$ cat src/rtl/eic_pkg.sv
package eic_pkg;
    localparam int NUM_SRC  = 5;
    localparam int REG_W    = 8;
    localparam int FLT_SRCS = 3;

    typedef enum logic [1:0] {
        EDGE_FALL = 2'd0,
        EDGE_RISE = 2'd1,
        EDGE_BOTH = 2'd2
    } edge_mode_e;

    typedef enum logic {
        FLT_HOLD  = 1'b0,
        FLT_WATCH = 1'b1
    } flt_state_e;

    typedef struct packed {
        logic                dual_arm;
        logic [FLT_SRCS-1:0] flt_en;
        logic [FLT_SRCS-1:0] edge_rise;
        logic                irq_fn;
    } ctrl_a_t;
endpackage

$ cat src/rtl/eic_sync.sv
module eic_sync #(
    parameter logic RST_VAL = 1'b1
) (
    input  logic clk,
    input  logic rst_n,
    input  logic d_i,
    output logic q_o
);
    logic stage1_q;
    logic stage2_q;

    always_ff @(posedge clk or negedge rst_n) begin
        if (!rst_n) begin
            stage1_q <= RST_VAL;
            stage2_q <= RST_VAL;
        end else begin
            stage1_q <= d_i;
            stage2_q <= stage1_q;
        end
    end

    assign q_o = stage2_q;
endmodule

$ cat src/rtl/eic_noise_filter.sv
module eic_noise_filter
    import eic_pkg::*;
#(
    parameter int   FILT_LEN = 4,
    parameter logic RST_VAL  = 1'b1
) (
    input  logic clk,
    input  logic rst_n,
    input  logic din_i,
    output logic lvl_o
);
    localparam int CNT_W = $clog2(FILT_LEN + 1);
    localparam logic [CNT_W-1:0] LAST_CNT = CNT_W'(FILT_LEN - 1);

    flt_state_e       state_q, state_d;
    logic [CNT_W-1:0] cnt_q, cnt_d;
    logic             lvl_q, lvl_d;

    initial begin
        if (FILT_LEN < 2) $error("FILT_LEN must be at least 2");
    end

    always_ff @(posedge clk or negedge rst_n) begin
        if (!rst_n) begin
            state_q <= FLT_HOLD;
            cnt_q   <= '0;
            lvl_q   <= RST_VAL;
        end else begin
            state_q <= state_d;
            cnt_q   <= cnt_d;
            lvl_q   <= lvl_d;
        end
    end

    always_comb begin
        state_d = state_q;
        cnt_d   = cnt_q;
        lvl_d   = lvl_q;
        unique case (state_q)
            FLT_HOLD: begin
                if (din_i != lvl_q) begin
                    state_d = FLT_WATCH;
                    cnt_d   = CNT_W'(1);
                end
            end
            FLT_WATCH: begin
                if (din_i == lvl_q) begin
                    state_d = FLT_HOLD;
                    cnt_d   = '0;
                end else if (cnt_q == LAST_CNT) begin
                    state_d = FLT_HOLD;
                    cnt_d   = '0;
                    lvl_d   = din_i;
                end else begin
                    cnt_d = cnt_q + CNT_W'(1);
                end
            end
            default: begin
                state_d = FLT_HOLD;
                cnt_d   = '0;
            end
        endcase
    end

    assign lvl_o = lvl_q;

    assert_level_from_watch_R6: assert property (@(posedge clk) disable iff (!rst_n)
        (lvl_q != $past(lvl_q)) |-> ($past(state_q) == FLT_WATCH && $past(din_i) == lvl_q));

    assert_run_count_bound_R6: assert property (@(posedge clk) disable iff (!rst_n)
        (cnt_q < CNT_W'(FILT_LEN)));

    assert_hold_counter_idle_R6: assert property (@(posedge clk) disable iff (!rst_n)
        (state_q == FLT_HOLD) |-> (cnt_q == '0));
endmodule

$ cat src/rtl/eic_edge_latch.sv
module eic_edge_latch
    import eic_pkg::*;
#(
    parameter logic RST_VAL = 1'b1
) (
    input  logic       clk,
    input  logic       rst_n,
    input  logic       lvl_i,
    input  edge_mode_e mode_i,
    input  logic       arm_i,
    input  logic       ack_i,
    output logic       req_o
);
    logic prev_q;
    logic req_q;
    logic rise, fall, hit;

    assign rise = lvl_i & ~prev_q;
    assign fall = ~lvl_i & prev_q;

    always_comb begin
        hit = 1'b0;
        unique case (mode_i)
            EDGE_FALL: hit = fall;
            EDGE_RISE: hit = rise;
            EDGE_BOTH: hit = rise | fall;
            default:   hit = 1'b0;
        endcase
        hit = hit & arm_i;
    end

    always_ff @(posedge clk or negedge rst_n) begin
        if (!rst_n) begin
            prev_q <= RST_VAL;
            req_q  <= 1'b0;
        end else begin
            prev_q <= lvl_i;
            req_q  <= hit | (req_q & ~ack_i);
        end
    end

    assign req_o = req_q;

    assert_req_sticky_R9: assert property (@(posedge clk) disable iff (!rst_n)
        (req_q && !ack_i) |=> req_q);

    assert_req_rise_needs_arm_R4: assert property (@(posedge clk) disable iff (!rst_n)
        $rose(req_q) |-> $past(arm_i));

    assert_req_rise_needs_change_R5: assert property (@(posedge clk) disable iff (!rst_n)
        $rose(req_q) |-> ($past(lvl_i) != $past(prev_q)));
endmodule

$ cat src/rtl/ext_irq_conditioner.sv
module ext_irq_conditioner
    import eic_pkg::*;
#(
    parameter int FILT_LEN = 4
) (
    input  logic               clk,
    input  logic               rst_n,
    input  logic [NUM_SRC-1:0] pin_i,
    input  logic [NUM_SRC-1:0] ack_i,
    input  logic               reg_we,
    input  logic               reg_sel,
    input  logic [REG_W-1:0]   reg_wdata,
    output logic [REG_W-1:0]   reg_rdata_o,
    output logic [NUM_SRC-1:0] irq_req_o,
    output logic               port_p10_o
);
    localparam logic IDLE_LVL = 1'b1;
    localparam int   DUAL_SRC = 3;

    ctrl_a_t ctrl_a_q;
    logic    dual_ok_q;

    always_ff @(posedge clk or negedge rst_n) begin
        if (!rst_n) begin
            ctrl_a_q  <= '0;
            dual_ok_q <= 1'b0;
        end else if (reg_we) begin
            if (reg_sel) dual_ok_q <= reg_wdata[0];
            else         ctrl_a_q  <= ctrl_a_t'(reg_wdata);
        end
    end

    assign reg_rdata_o = reg_sel ? {{(REG_W-1){1'b0}}, dual_ok_q} : REG_W'(ctrl_a_q);

    logic [NUM_SRC-1:0] sync_lvl;
    logic [NUM_SRC-1:0] sel_lvl;

    for (genvar k = 0; k < NUM_SRC; k++) begin : g_src
        edge_mode_e mode;
        logic       arm;

        eic_sync #(.RST_VAL(IDLE_LVL)) u_sync (
            .clk   (clk),
            .rst_n (rst_n),
            .d_i   (pin_i[k]),
            .q_o   (sync_lvl[k])
        );

        if (k >= 1 && k <= FLT_SRCS) begin : g_filtered
            logic flt_lvl;
            eic_noise_filter #(.FILT_LEN(FILT_LEN), .RST_VAL(IDLE_LVL)) u_flt (
                .clk   (clk),
                .rst_n (rst_n),
                .din_i (sync_lvl[k]),
                .lvl_o (flt_lvl)
            );
            assign sel_lvl[k] = ctrl_a_q.flt_en[k-1] ? flt_lvl : sync_lvl[k];
            if (k == DUAL_SRC) begin : g_dual
                assign mode = (ctrl_a_q.dual_arm && dual_ok_q) ? EDGE_BOTH :
                              (ctrl_a_q.edge_rise[k-1] ? EDGE_RISE : EDGE_FALL);
            end else begin : g_single
                assign mode = ctrl_a_q.edge_rise[k-1] ? EDGE_RISE : EDGE_FALL;
            end
            assign arm = 1'b1;
        end else begin : g_plain
            assign sel_lvl[k] = sync_lvl[k];
            assign mode       = EDGE_FALL;
            if (k == 0) begin : g_shared
                assign arm = ctrl_a_q.irq_fn;
            end else begin : g_dedicated
                assign arm = 1'b1;
            end
        end

        eic_edge_latch #(.RST_VAL(IDLE_LVL)) u_latch (
            .clk    (clk),
            .rst_n  (rst_n),
            .lvl_i  (sel_lvl[k]),
            .mode_i (mode),
            .arm_i  (arm),
            .ack_i  (ack_i[k]),
            .req_o  (irq_req_o[k])
        );
    end

    assign port_p10_o = sync_lvl[0];

    assert_port_mode_quiet_R4: assert property (@(posedge clk) disable iff (!rst_n)
        $rose(irq_req_o[0]) |-> $past(ctrl_a_q.irq_fn));

    assert_port_two_stage_R2: assert property (@(posedge clk) disable iff (!rst_n)
        (port_p10_o != $past(port_p10_o)) |-> (port_p10_o == $past(pin_i[0], 2)));

    assert_fixed_fall_src4_R3: assert property (@(posedge clk) disable iff (!rst_n)
        $rose(irq_req_o[4]) |-> ($past(sel_lvl[4]) == 1'b0));

    assert_single_edge_src3_R8: assert property (@(posedge clk) disable iff (!rst_n)
        ($rose(irq_req_o[3]) && !$past(ctrl_a_q.dual_arm && dual_ok_q))
            |-> ($past(sel_lvl[3]) == $past(ctrl_a_q.edge_rise[2])));

    assert_ctrl_stable_R10: assert property (@(posedge clk) disable iff (!rst_n)
        !$past(reg_we) |-> ($stable(ctrl_a_q) && $stable(dual_ok_q)));
endmodule

$ cat config.mk
export PLATFORM = sky130hd
export DESIGN_NAME = ext_irq_conditioner
export DESIGN_NICKNAME = d
export VERILOG_FILES = /design/src/rtl/eic_pkg.sv /design/src/rtl/eic_sync.sv /design/src/rtl/eic_noise_filter.sv /design/src/rtl/eic_edge_latch.sv /design/src/rtl/ext_irq_conditioner.sv
export SDC_FILE = /design/constraint.sdc
export NUM_CORES = 1
export LEC_CHECK = 0
export BUFFER_PORTS_ARGS = -buffer_cell sky130_fd_sc_hd__buf_2
export CAP_MARGIN = 25
export CORE_MARGIN = 3
export CORE_UTILIZATION = 58
export CTS_CLUSTER_DIAMETER = 80
export CTS_CLUSTER_SIZE = 20
export DETAILED_ROUTE_END_ITERATION = 6
export PLACE_DENSITY = 0.83
export RECOVER_POWER = 100
export SLEW_MARGIN = 40
export SYNTH_ARGS = -nofsm -noshare
export SYNTH_HDL_FRONTEND = slang
export SYNTH_SLANG_ARGS = --single-unit
$ cat constraint.sdc
create_clock -name clk -period 4.5 [get_ports clk]
set_clock_uncertainty 0.1 [all_clocks]
set_input_delay 0.9 -clock clk [delete_from_list [all_inputs] [get_ports clk]]
set_output_delay 0.9 -clock clk [all_outputs]
set_load 0.01 [all_outputs]
After elaboration in Yosys (flattened, before gate mapping). Cells that the tools add are included.

Register bits: 44. Bits of input ports: 22. Output and inout bits: 14. Logic and storage cells: 141.

Add/subtract/negate cells: 3. Equal/unequal tests: 18. Muxes and demuxes: 35. Bitwise logic cells: 42. Reductions and logical operators: 9.

Operators with widths (number): $mux 3 (9); $not 1->1 (20); $pmux 3 s2 (3); $mux 1 (15); $and 1x1->1 (14); $add 3x1->3 const B (3); $eq 3x2->1 const B (3); $pmux 1 s3 (3); $reduce_and 3->1 (3); $mux 8 (1); $or 1x1->1 (8); $logic_not 2->1 (3); $ne 2x1->1 const B (3); $pmux 1 s2 (3); $eq 1x2->1 const B (2); $reduce_and 2->1 (2); $eq 1x1->1 (3); $ne 1x1->1 (3); $eq 1x1->1 const B (2); $eq 2x1->1 const B (1); $eq 2x2->1 const B (1); $mux 2 (1); $logic_and 1x1->1 (1).

Logic depth before layout (Yosys ltp). Gate-level depths: netlist of run 1.

Word-level depth: 6. Depth in mapped cells: 6. Mapped depth without buffers: 6.

By module. Synthesis of run 1 repeated with hierarchy kept, for this count alone.

Cells, all modules: 162. Area total of the unflattened synthesis: 2162.1 µm².

Modules (own cells, without submodules): eic_noise_filter (instances 3, cells each 20, area each 239.0 µm², seq. area each 126.4 µm²); eic_edge_latch (instances 5, cells each 11, area each 130.1 µm², seq. area each 51.3 µm²); ext_irq_conditioner (instances 1, cells each 37, area each 531.8 µm², seq. area each 225.2 µm²); eic_sync (instances 5, cells each 2, area each 52.6 µm², seq. area each 52.6 µm²).

Worst setup path after synthesis of run 1. Ideal clock, no wire load.

Path kind: in2out. Start point: in reg_sel. End point: out reg_rdata_o[0]. Arrival: 1.389 ns. Data required time: 3.500 ns. Setup slack: 2.111 ns. Stages: 2. Path buffers: 1. Path through: buf_4 mux2_2.

Word-level cells in the longest chain between the ends: 1.

Ends and longest elaborated chain: start, declared (RTL line ext_irq_conditioner.sv:11) `input logic reg_sel,`; $mux 8 (RTL line ext_irq_conditioner.sv:33) `assign reg_rdata_o = reg_sel ? {{(REG_W-1){1'b0}}, dual_ok_q} : REG_W'(ctrl_a_q);`; end, declared (RTL line ext_irq_conditioner.sv:13) `output logic [REG_W-1:0] reg_rdata_o,`.

Every way passes these cells.

Worst setup path in the final report of run 1. Same ends and word-level chain as after synthesis.

==> flow_metrics.py, run 1 <==
metrics = {
    "global_route": {
        "grt_pass1_wl_mm": 4.84,
        "grt_overflow": 0,
        "grt_max_degree": 45,
        "grt_use_total_pct": 16.3,
        "antenna_found_initial": 0,
        "grt_pass1_vias": 1064,
    },
    "worst_setup_path": {
        "crit_path_max_incr_delay_ps": 390,
        "crit_path_frequent_cell": "clkbuf_1",
        "worstPathRequired_ps": 3500,
        "cp_slowest_cell": "mux2_2",
        "critPathTopFamily": "buffers and inverters",
        "crit_buf_inv": 2,
        "regToRegStartpoint": "ctrl_a_q[6]",
        "start_kind": "input port",
        "startpoint": "reg_sel",
        "path_class": "input port to primary output",
        "crit_path_cell_trace": "clkbuf_1 -> mux2_2 -> clkbuf_1",
        "cp_data_arrival_time_ps": 1770,
        "worst-path-max-fanout": 10,
        "endpoint_kind": "primary output",
    },
    "power": {
        "power.total_mw": 1.02,
        "irDropWorstVdd_mv": 0.366,
        "power_density_nw_per_um2": 502,
        "power_leakage_nw": 0.967,
    },
    "cts": {
        "cts.clk_slew.worst_paths_ps": 110,
        "cts_resized": 0,
        "ctsHtreeMaxLevel": 2,
        "cts_tree": "done",
        "postCtsSetupBuffers": 0,
        "clk_path_buf_depth": 2,
        "root_buffer": "clkbuf_4",
        "cts.sinks": 44,
        "cts_hold_buf": 0,
        "insertion_delay_ps": 340,
        "cts_made_buffers": 5,
    },
    "die": {
        "coreArea_sq_um": 2900,
        "start_util_pct": 63.8,
        "die_w_um": 62.5,
        "io-pin-count": 36,
        "die-area_sq_um": 3910,
        "dieHeight_um": 62.5,
        "rows": 19,
    },
    "logic_synthesis": {
        "synth_seq_cells": 44,
        "synth_area_leader_cell": "dfrtp_1",
        "synth.top_cells.by_area": "dfrtp_1 (35%), dfstp_2 (26%), mux2_2 (8.5%), ha_1 (3.4%), nor2b_1 (3.0%)",
        "ys_seq_area_share_pct": 60.7,
        "synth_nets": 166,
        "syn_area_per_cell_sq_um": 13.3,
        "synth_cell_types": 27,
        "syn-cell-area_sq_um": 1850,
        "yosysTopAreaCellShare_pct": 35.1,
        "yosysWarnings": 0,
        "synthCells": 139,
    },
    "sta": {
        "report.final.setup_viol": 0,
        "finalHoldViolations": 0,
        "holdWs_ps": 260,
        "fin_crit_ps": 2770,
        "setup_tns_ps": 0,
        "fin_ws_ps": 1730,
        "max_freq_mhz": 361,
        "fin_crit_sh_pct": 61.5,
        "rsz0062_at_grt": "no",
        "drv_slew": 45,
        "relSlewSlack_pct": -44.7,
        "worstMarginPinSlew_ps": 2170,
    },
    "hold_path": {
        "min-delay-start": "g_src[1].u_sync.stage1_q",
        "holdCritPathClass": "flop to flop",
    },
    "final_layout": {
        "fillCellCount": 231,
        "fin_nets": 201,
        "mostFrequentLayoutCell": "dfrtp_1",
        "final_cell_mix": "dfrtp_1 (26), buf_2 (19), clkbuf_1 (18), mux2_2 (14), dfstp_2 (13)",
        "n_antenna_cell": 0,
        "multi_input_area_sq_um": 613,
        "areaGrowthSynthToFinish_pct": 10.0,
        "ff_latch_area_sq_um": 1120,
        "final_layout_size_suffix_gt1_share_pct": 30.3,
    },
    "route": {
        "wl_per_cell_um": 13.1,
        "via_count": 1101,
        "drtIter0Drc": 65,
        "drc": 0,
        "vias_per_cell": 5.07,
        "routed_wl_mm": 2.84,
        "ant_nets": 0,
        "drt-pass1-iter-count": 4,
    },
    "placement": {
        "dpl.hpwl_mm": 2.08,
        "dp_worst_setup_slack_ps": 1900,
        "port_buffers": 35,
        "place.gp.congestion": 0.696,
    },
    "status": {
        "status": "finished, violations left",
        "violations": "max-capacitance violations, max-slew violations",
    },
    "flow_run": {
        "drv_cap": 1,
    },
}
==> stage by stage <==
stage,cells,util [%],cell area [sq um]
after floorplan,139,-,1850
after global placement,209,69.8,2020
after detailed placement,209,69.8,2030
after CTS,217,71.9,2080
after global routing,217,70.2,2040
final,217,70.2,2040
==> area by class of cell <==
| type | count | area share [%] |
|---|---|---|
| clock buffers | 8 | 2.89 |
| inverters | 9 | 1.66 |
| multi-input cells | 79 | 30.1 |
| flip-flops and latches | 44 | 55.2 |
| well taps | 42 | 2.58 |
| repair buffers | 35 | 7.62 |
==> power by group <==
group | internal [mW] | total [mW] | switching (mW)
registers | 0.504 | 0.574 | 0.0707
logic | 0.132 | 0.258 | 0.126
clock network | 0.0772 | 0.190 | 0.112
total | 0.712 | 1.02 | 0.309
==> worst reg2reg max path, cell delays in order (launching register included) <==
cell,delay (ps)
dfrtp_1,410
mux2i_1,260
inv_1,90
ha_1,180
mux2_2,250
nand2_1,70
o221ai_1,90
==> Yosys cell counts <==
cell,number
dfrtp_1,26
dfstp_2,18
mux2_2,14
nand2_1,10
inv_1,9
nor2b_1,9
buf_4,6
ha_1,5
nand2b_1,5
a21o_1,4
mux2i_1,4
and4b_1,3
o21a_1,3
o21ai_0,3
o221ai_1,3
a21oi_1,2
and2_1,2
nor2_1,2
o22ai_1,2
xor2_2,2
and2_2,1
and2b_1,1
and3_1,1
buf_6,1
nand3b_1,1
nor2b_2,1
xnor2_2,1
==> cells by family after synthesis <==
logic type               after synthesis  synth area share (%)
buffers and inverters                 16                  4.86
AND/OR/NAND/NOR                       36                  11.5
flip-flops                            44                  60.7
XOR/XNOR                               3                  2.64
AO/OA/AOI/OAI                         17                  6.28
multiplexers                          18                  10.7
adder cells (fa/ha/maj)                5                  3.38
==> layer usage <==
metal	track usage (%)	share of wire, %	vias to the layer above
met5	0	0	-
met4	5.79	1.5	0
met3	6.83	7.5	6
met2	25.0	48	28
met1	20.6	43	532
li1	-	-	535
==> final timing paths <==
kind                                                      end  slack, ps  cells after the start
max                                            reg_rdata_o[0]       1730                      3
min                                       g_src[1].u_sync.q_o        260                      0
max reg2reg                            g_src[3].u_latch.req_o       2930                      6
min reg2reg                               g_src[1].u_sync.q_o        260                      0
max in group asynchronous  g_src[2].g_filtered.u_flt.cnt_q[0]       1990                      1
min in group asynchronous              g_src[0].u_latch.req_o       1080                      1
==> state kept, by name, indices dropped and copies added, names as in the netlist <==
signal and cells:
g_src.g_filtered.u_flt.cnt_q 9, ctrl_a_q 7, g_src.u_latch.prev_q 5, g_src.u_latch.req_o 5
g_src.u_sync.q_o 5, g_src.u_sync.stage1_q 5, g_src.g_filtered.u_flt.lvl_o 3, g_src.g_filtered.u_flt.state_q 3
dual_ok_q 1, g_src.arm 1
(Power assumes the default switching activity.)
==> run 2: changes to the inputs <==
Settings changed: CORE_UTILIZATION 58 to 54, PLACE_DENSITY 0.83 to 0.78.
Clock period 4.5 ns to 2.7 ns, I/O delays scaled along.
==> run 2 against run 1 <==
Critical path depth stayed put. The run now ends clean. Global-route usage fell by 1.1 points. Register-to-register slack got worse by 1800 ps. Highest routed layer unchanged.
==> flow_metrics.py, run 2 (same netlist as run 1, synthesis figures left out) <==
metrics = {
    "die": {
        "rows": 20,
        "dieHeight_um": 64.6,
        "die-area_sq_um": 4170,
        "io-pin-count": 36,
        "start_util_pct": 58.7,
        "coreArea_sq_um": 3150,
        "die_w_um": 64.6,
    },
    "sta": {
        "worstMarginPinSlew_ps": 1020,
        "holdWs_ps": 175,
        "fin_ws_ps": 704,
        "relSlewSlack_pct": 32.0,
        "fin_crit_sh_pct": 73.9,
        "drv_slew": 0,
        "report.final.setup_viol": 0,
        "setup_tns_ps": 0,
        "rsz0062_at_grt": "no",
        "fin_crit_ps": 2000,
        "finalHoldViolations": 0,
        "max_freq_mhz": 501,
    },
    "flow_run": {
        "drv_cap": 0,
    },
    "route": {
        "via_count": 1091,
        "vias_per_cell": 4.98,
        "ant_nets": 0,
        "wl_per_cell_um": 12.8,
        "drtIter0Drc": 44,
        "drc": 0,
        "drt-pass1-iter-count": 4,
        "routed_wl_mm": 2.80,
    },
    "worst_setup_path": {
        "cp_data_arrival_time_ps": 1360,
        "regToRegStartpoint": "ctrl_a_q[6]",
        "start_kind": "input port",
        "worstReg2RegEnd": "g_src[3].u_latch.req_o",
        "worstPathRequired_ps": 2060,
        "reg2reg_depth": 6,
        "worst-path-max-fanout": 10,
        "endpoint_kind": "primary output",
        "path_class": "input port to primary output",
        "reg2reg_slack_ps": 1160,
    },
    "power": {
        "power_density_nw_per_um2": 836,
        "power.total_mw": 1.71,
        "irDropWorstVdd_mv": 0.422,
        "power_leakage_nw": 0.971,
    },
    "status": {
        "status": "finished clean",
    },
    "final_layout": {
        "largest_register_ffs": 9,
        "fin_nets": 201,
        "final_layout_size_suffix_gt1_share_pct": 31.4,
        "mostFrequentLayoutCell": "dfrtp_1",
        "largest-register": "g_src.g_filtered.u_flt.cnt_q",
        "final_cell_mix": "dfrtp_1 (26), buf_2 (19), clkbuf_1 (17), mux2_2 (14), dfstp_2 (14)",
        "n_antenna_cell": 0,
        "reg_top3": "g_src.g_filtered.u_flt.cnt_q (9), ctrl_a_q (7)",
        "design_area_sq_um": 2040,
        "areaGrowthSynthToFinish_pct": 10.2,
    },
    "cts": {
        "ctsHtreeMaxLevel": 2,
        "cts_tree": "done",
        "cts_hold_buf": 0,
        "cts.sinks": 44,
        "insertion_delay_ps": 350,
        "cts_resized": 0,
        "cts.clk_slew.worst_paths_ps": 120,
        "postCtsSetupBuffers": 0,
        "cts_made_buffers": 5,
        "root_buffer": "clkbuf_4",
        "clk_path_buf_depth": 2,
    },
    "global_route": {
        "grt_use_total_pct": 15.1,
        "grt_pass1_wl_mm": 4.76,
        "grt_overflow": 0,
        "grt_max_degree": 45,
        "antenna_found_initial": 0,
        "grt_pass1_vias": 1109,
    },
    "placement": {
        "dpl.hpwl_mm": 2.09,
        "dp_worst_setup_slack_ps": 850,
        "place.gp.congestion": 0.689,
        "placed_area_sq_um": 2030,
        "port_buffers": 35,
    },
    "hold_path": {
        "min_to": "g_src[3].u_sync.stage1_q",
        "min-delay-start": "pin_i[3]",
        "holdCritPathClass": "input port to flop",
        "hold_depth": 1,
    },
}
## run 2: changes by cell type in the layout (fill, tap and decap cells not counted)
cell      delta
dfstp_2      +1
clkbuf_1     -1
clkbuf_2     +1
dfstp_1      -1
## run 2: stage by stage
| stage | util (%) | cells |
|---|---|---|
| 5_1_grt | 64.7 | 219 |
| 2_1_floorplan | - | 139 |
| 3_5_place_dp | 64.3 | 211 |
| 6_report | 64.7 | 219 |
| 3_3_place_gp | 64.2 | 211 |
| 4_1_cts | 66.2 | 219 |
## run 2: layout make-up
type                       count  area [sq um]
multi-input combinational     79           613
sequential                    44          1120
tap                           44          55.1
timing repair buffer          35           156
inverter                       9          33.8
fill                         264          1110
clock buffer                   8          58.8
## run 2: how the worst max path moves through the flow
stage / slack (ps) / cells past startpoint / endpoint / start
floorplan: 1030 / 2 / reg_rdata_o[0] / reg_sel
global placement: 860 / 3 / reg_rdata_o[0] / reg_sel
detailed placement: 850 / 3 / reg_rdata_o[0] / reg_sel
CTS: 850 / 3 / reg_rdata_o[0] / reg_sel
global route: 650 / 3 / reg_rdata_o[0] / reg_sel
finish: 700 / 3 / reg_rdata_o[0] / reg_sel
## run 2: power by group
part,switching (mW),internal (mW),leakage (nW)
Sequential,0.117,0.838,0.506
Combinational,0.213,0.220,0.432
Clock,0.190,0.129,0.0326
Total,0.520,1.19,0.971
## run 2: metal layers
metal  vias up  GRT usage [%]  share of wire (%)
li1        531              -                  -
met1       525           16.5                 41
met2        29           25.8                 50
met3         6           6.07                7.0
met4         0           6.86                2.0
met5         -              0                  0
## run 2: critical path: stages
cell and delay, ps:
clkbuf_1 310, mux2_2 380, clkbuf_1 130
==> run 3: changes to the inputs <==
Clock period 2.7 ns to 2.01 ns, I/O delays scaled along.
==> run 3 against run 2 <==
Global-route usage is 0.93 points higher. Total power is 36% higher. Utilization is 0.63 points higher. Highest routed layer unchanged. Largest power group unchanged. Critical path type unchanged. Critical path depth stayed put. Register-to-register slack worse by 700 ps. Routed wire length is 3.1% higher. Die area stayed put. Largest cell class unchanged. Combinational power is 39% higher. Clock power is 36% higher. Sequential share of layout area is 0.53 points lower. Non-clock buffer count is 3 higher.
==> flow_metrics.py, run 3 (same netlist as run 1, synthesis figures left out) <==
metrics = {
    "status": {
        "status": "finished clean",
    },
    "route": {
        "vias_per_cell": 4.98,
        "wl_met1_mm": 1.21,
        "drtIter0Drc": 17,
        "drt-pass1-iter-count": 4,
        "routed_wl_mm": 2.88,
        "route.met2.wl_mm": 1.43,
        "wl_per_cell_um": 13.0,
        "ant_nets": 0,
        "met3_length_um": 185,
        "drc": 0,
        "via_count": 1106,
        "highest_layer": "met4",
    },
    "hold_path": {
        "min_to": "g_src[0].u_sync.stage1_q",
        "min-delay-start": "pin_i[0]",
        "holdCritPathClass": "input port to flop",
        "hold_depth": 1,
    },
    "sta": {
        "drv_slew": 0,
        "report.final.setup_viol": 0,
        "setup_tns_ps": 0,
        "max_freq_mhz": 588,
        "rsz0062_at_grt": "no",
        "finalHoldViolations": 0,
        "holdWs_ps": 34.0,
        "relSlewSlack_pct": 55.0,
        "worstMarginPinSlew_ps": 674,
        "fin_crit_sh_pct": 84.6,
        "fin_crit_ps": 1700,
        "fin_ws_ps": 309,
    },
    "die": {
        "io-pin-count": 36,
        "start_util_pct": 58.7,
        "rows": 20,
        "die-area_sq_um": 4170,
        "dieHeight_um": 64.6,
        "coreArea_sq_um": 3150,
        "die_w_um": 64.6,
    },
    "placement": {
        "dp_worst_setup_slack_ps": 444,
        "dpl.hpwl_mm": 2.22,
        "placed_cells": 213,
        "port_buffers": 35,
        "place.gp.congestion": 0.708,
        "placed_area_sq_um": 2040,
    },
    "final_layout": {
        "largest_register_ffs": 9,
        "n_antenna_cell": 0,
        "final_layout_size_suffix_gt1_share_pct": 31.5,
        "areaGrowthSynthToFinish_pct": 11.3,
        "layoutNonFillerInstCount": 222,
        "mostFrequentLayoutCell": "dfrtp_1",
        "fillCellCount": 266,
        "fin_nets": 204,
        "reg_top3": "g_src.g_filtered.u_flt.cnt_q (9), ctrl_a_q (7)",
        "largest-register": "g_src.g_filtered.u_flt.cnt_q",
        "design_area_sq_um": 2060,
        "final_cell_mix": "dfrtp_1 (26), buf_2 (20), clkbuf_1 (17), mux2_2 (14), dfstp_2 (13)",
    },
    "global_route": {
        "grt_pass1_vias": 1131,
        "grt_pass1_wl_mm": 5.01,
        "grt_use_total_pct": 16.0,
        "grt_overflow": 0,
        "grt_max_degree": 24,
        "antenna_found_initial": 0,
    },
    "worst_setup_path": {
        "worstReg2RegEnd": "g_src[3].u_latch.req_o",
        "critPathTopFamily": "buffers and inverters",
        "crit_buf_inv": 2,
        "endpoint_kind": "primary output",
        "crit_path_cell_trace": "clkbuf_1 -> mux2_2 -> clkbuf_1",
        "regToRegStartpoint": "ctrl_a_q[6]",
        "cp_slowest_cell": "mux2_2",
        "cp_data_arrival_time_ps": 1200,
        "worstPathRequired_ps": 1510,
        "crit_path_max_incr_delay_ps": 380,
        "path_class": "input port to primary output",
        "start_kind": "input port",
        "crit_path_frequent_cell": "clkbuf_1",
        "worst-path-max-fanout": 10,
        "reg2reg_depth": 6,
        "reg2reg_slack_ps": 460,
    },
    "flow_run": {
        "drv_cap": 0,
    },
    "cts": {
        "cts.sinks": 44,
        "cts.clk_slew.worst_paths_ps": 120,
        "cts_made_buffers": 5,
        "clk_path_buf_depth": 2,
        "cts_tree": "done",
        "root_buffer": "clkbuf_4",
        "cts_resized": 0,
        "ctsHtreeMaxLevel": 2,
        "insertion_delay_ps": 350,
    },
    "power": {
        "power_density_nw_per_um2": 1130,
        "power_leakage_nw": 0.982,
        "irDropWorstVdd_mv": 0.662,
    },
}
run 3: cell types whose count changed in the layout (fill, tap and decap cells not counted):
cell / change
and2_1: +1
buf_2: +1
dfstp_1: +1
dfstp_2: -1
dlygate4sd3_1: +1
and2_0: -1
clkbuf_2: -1
clkinv_2: +2
run 3: power by group:
part | internal [mW] | switching, mW | leakage, nW
Clock | 0.167 | 0.268 | 0.0380
Sequential | 1.13 | 0.159 | 0.505
Combinational | 0.305 | 0.296 | 0.439
Total | 1.60 | 0.723 | 0.982
run 3: worst register-to-register path: stages (launching register included):
cell      delay, ps
dfrtp_1         400
mux2i_1         260
inv_1            90
ha_1            180
mux2_2          260
nand2_1          60
o221ai_1         90
run 3: timing repair:
item                      in CTS  in global routing
hold endpoints to repair      12                  0
hold buffers                   1                  0
buffers inserted               0                  0
run 3: worst max path at each step:
| stage | cells past startpoint | start | slack, ps | to |
|---|---|---|---|---|
| 6_report | 3 | reg_sel | 310 | reg_rdata_o[0] |
| 3_5_place_dp | 3 | reg_sel | 440 | reg_rdata_o[0] |
| 4_1_cts | 2 | dual_ok_q | 320 | reg_rdata_o[0] |
| 2_1_floorplan | 6 | ctrl_a_q[6] | 580 | g_src[3].u_latch.req_o |
| 5_1_grt | 3 | rst_n | 230 | g_src[1].g_filtered.u_flt.cnt_q[1] |
| 3_3_place_gp | 3 | reg_sel | 440 | reg_rdata_o[0] |
run 3: layout make-up:
type | instances | area [sq um] | share of cell area, %
clock inverter | 2 | 10.0 | 0.486
timing repair buffer | 38 | 174 | 8.44
tap | 44 | 55.1 | 2.67
clock buffer | 6 | 51.3 | 2.49
sequential | 44 | 1120 | 54.5
multi-input combinational | 79 | 613 | 29.8
inverter | 9 | 33.8 | 1.64
run 3: stage by stage:
step | util (%) | power (mW)
4_1_cts | 67.0 | 2.40
3_5_place_dp | 64.7 | 1.96
6_report | 65.4 | 2.32
3_3_place_gp | 64.7 | 1.89
2_1_floorplan | - | 1.78
5_1_grt | 65.4 | 2.50
run 3: layer usage:
layer	track usage [%]	vias up
li1	-	534
met1	18.5	534
met5	0	-
met3	4.68	7
met4	7.92	0
met2	27.2	31
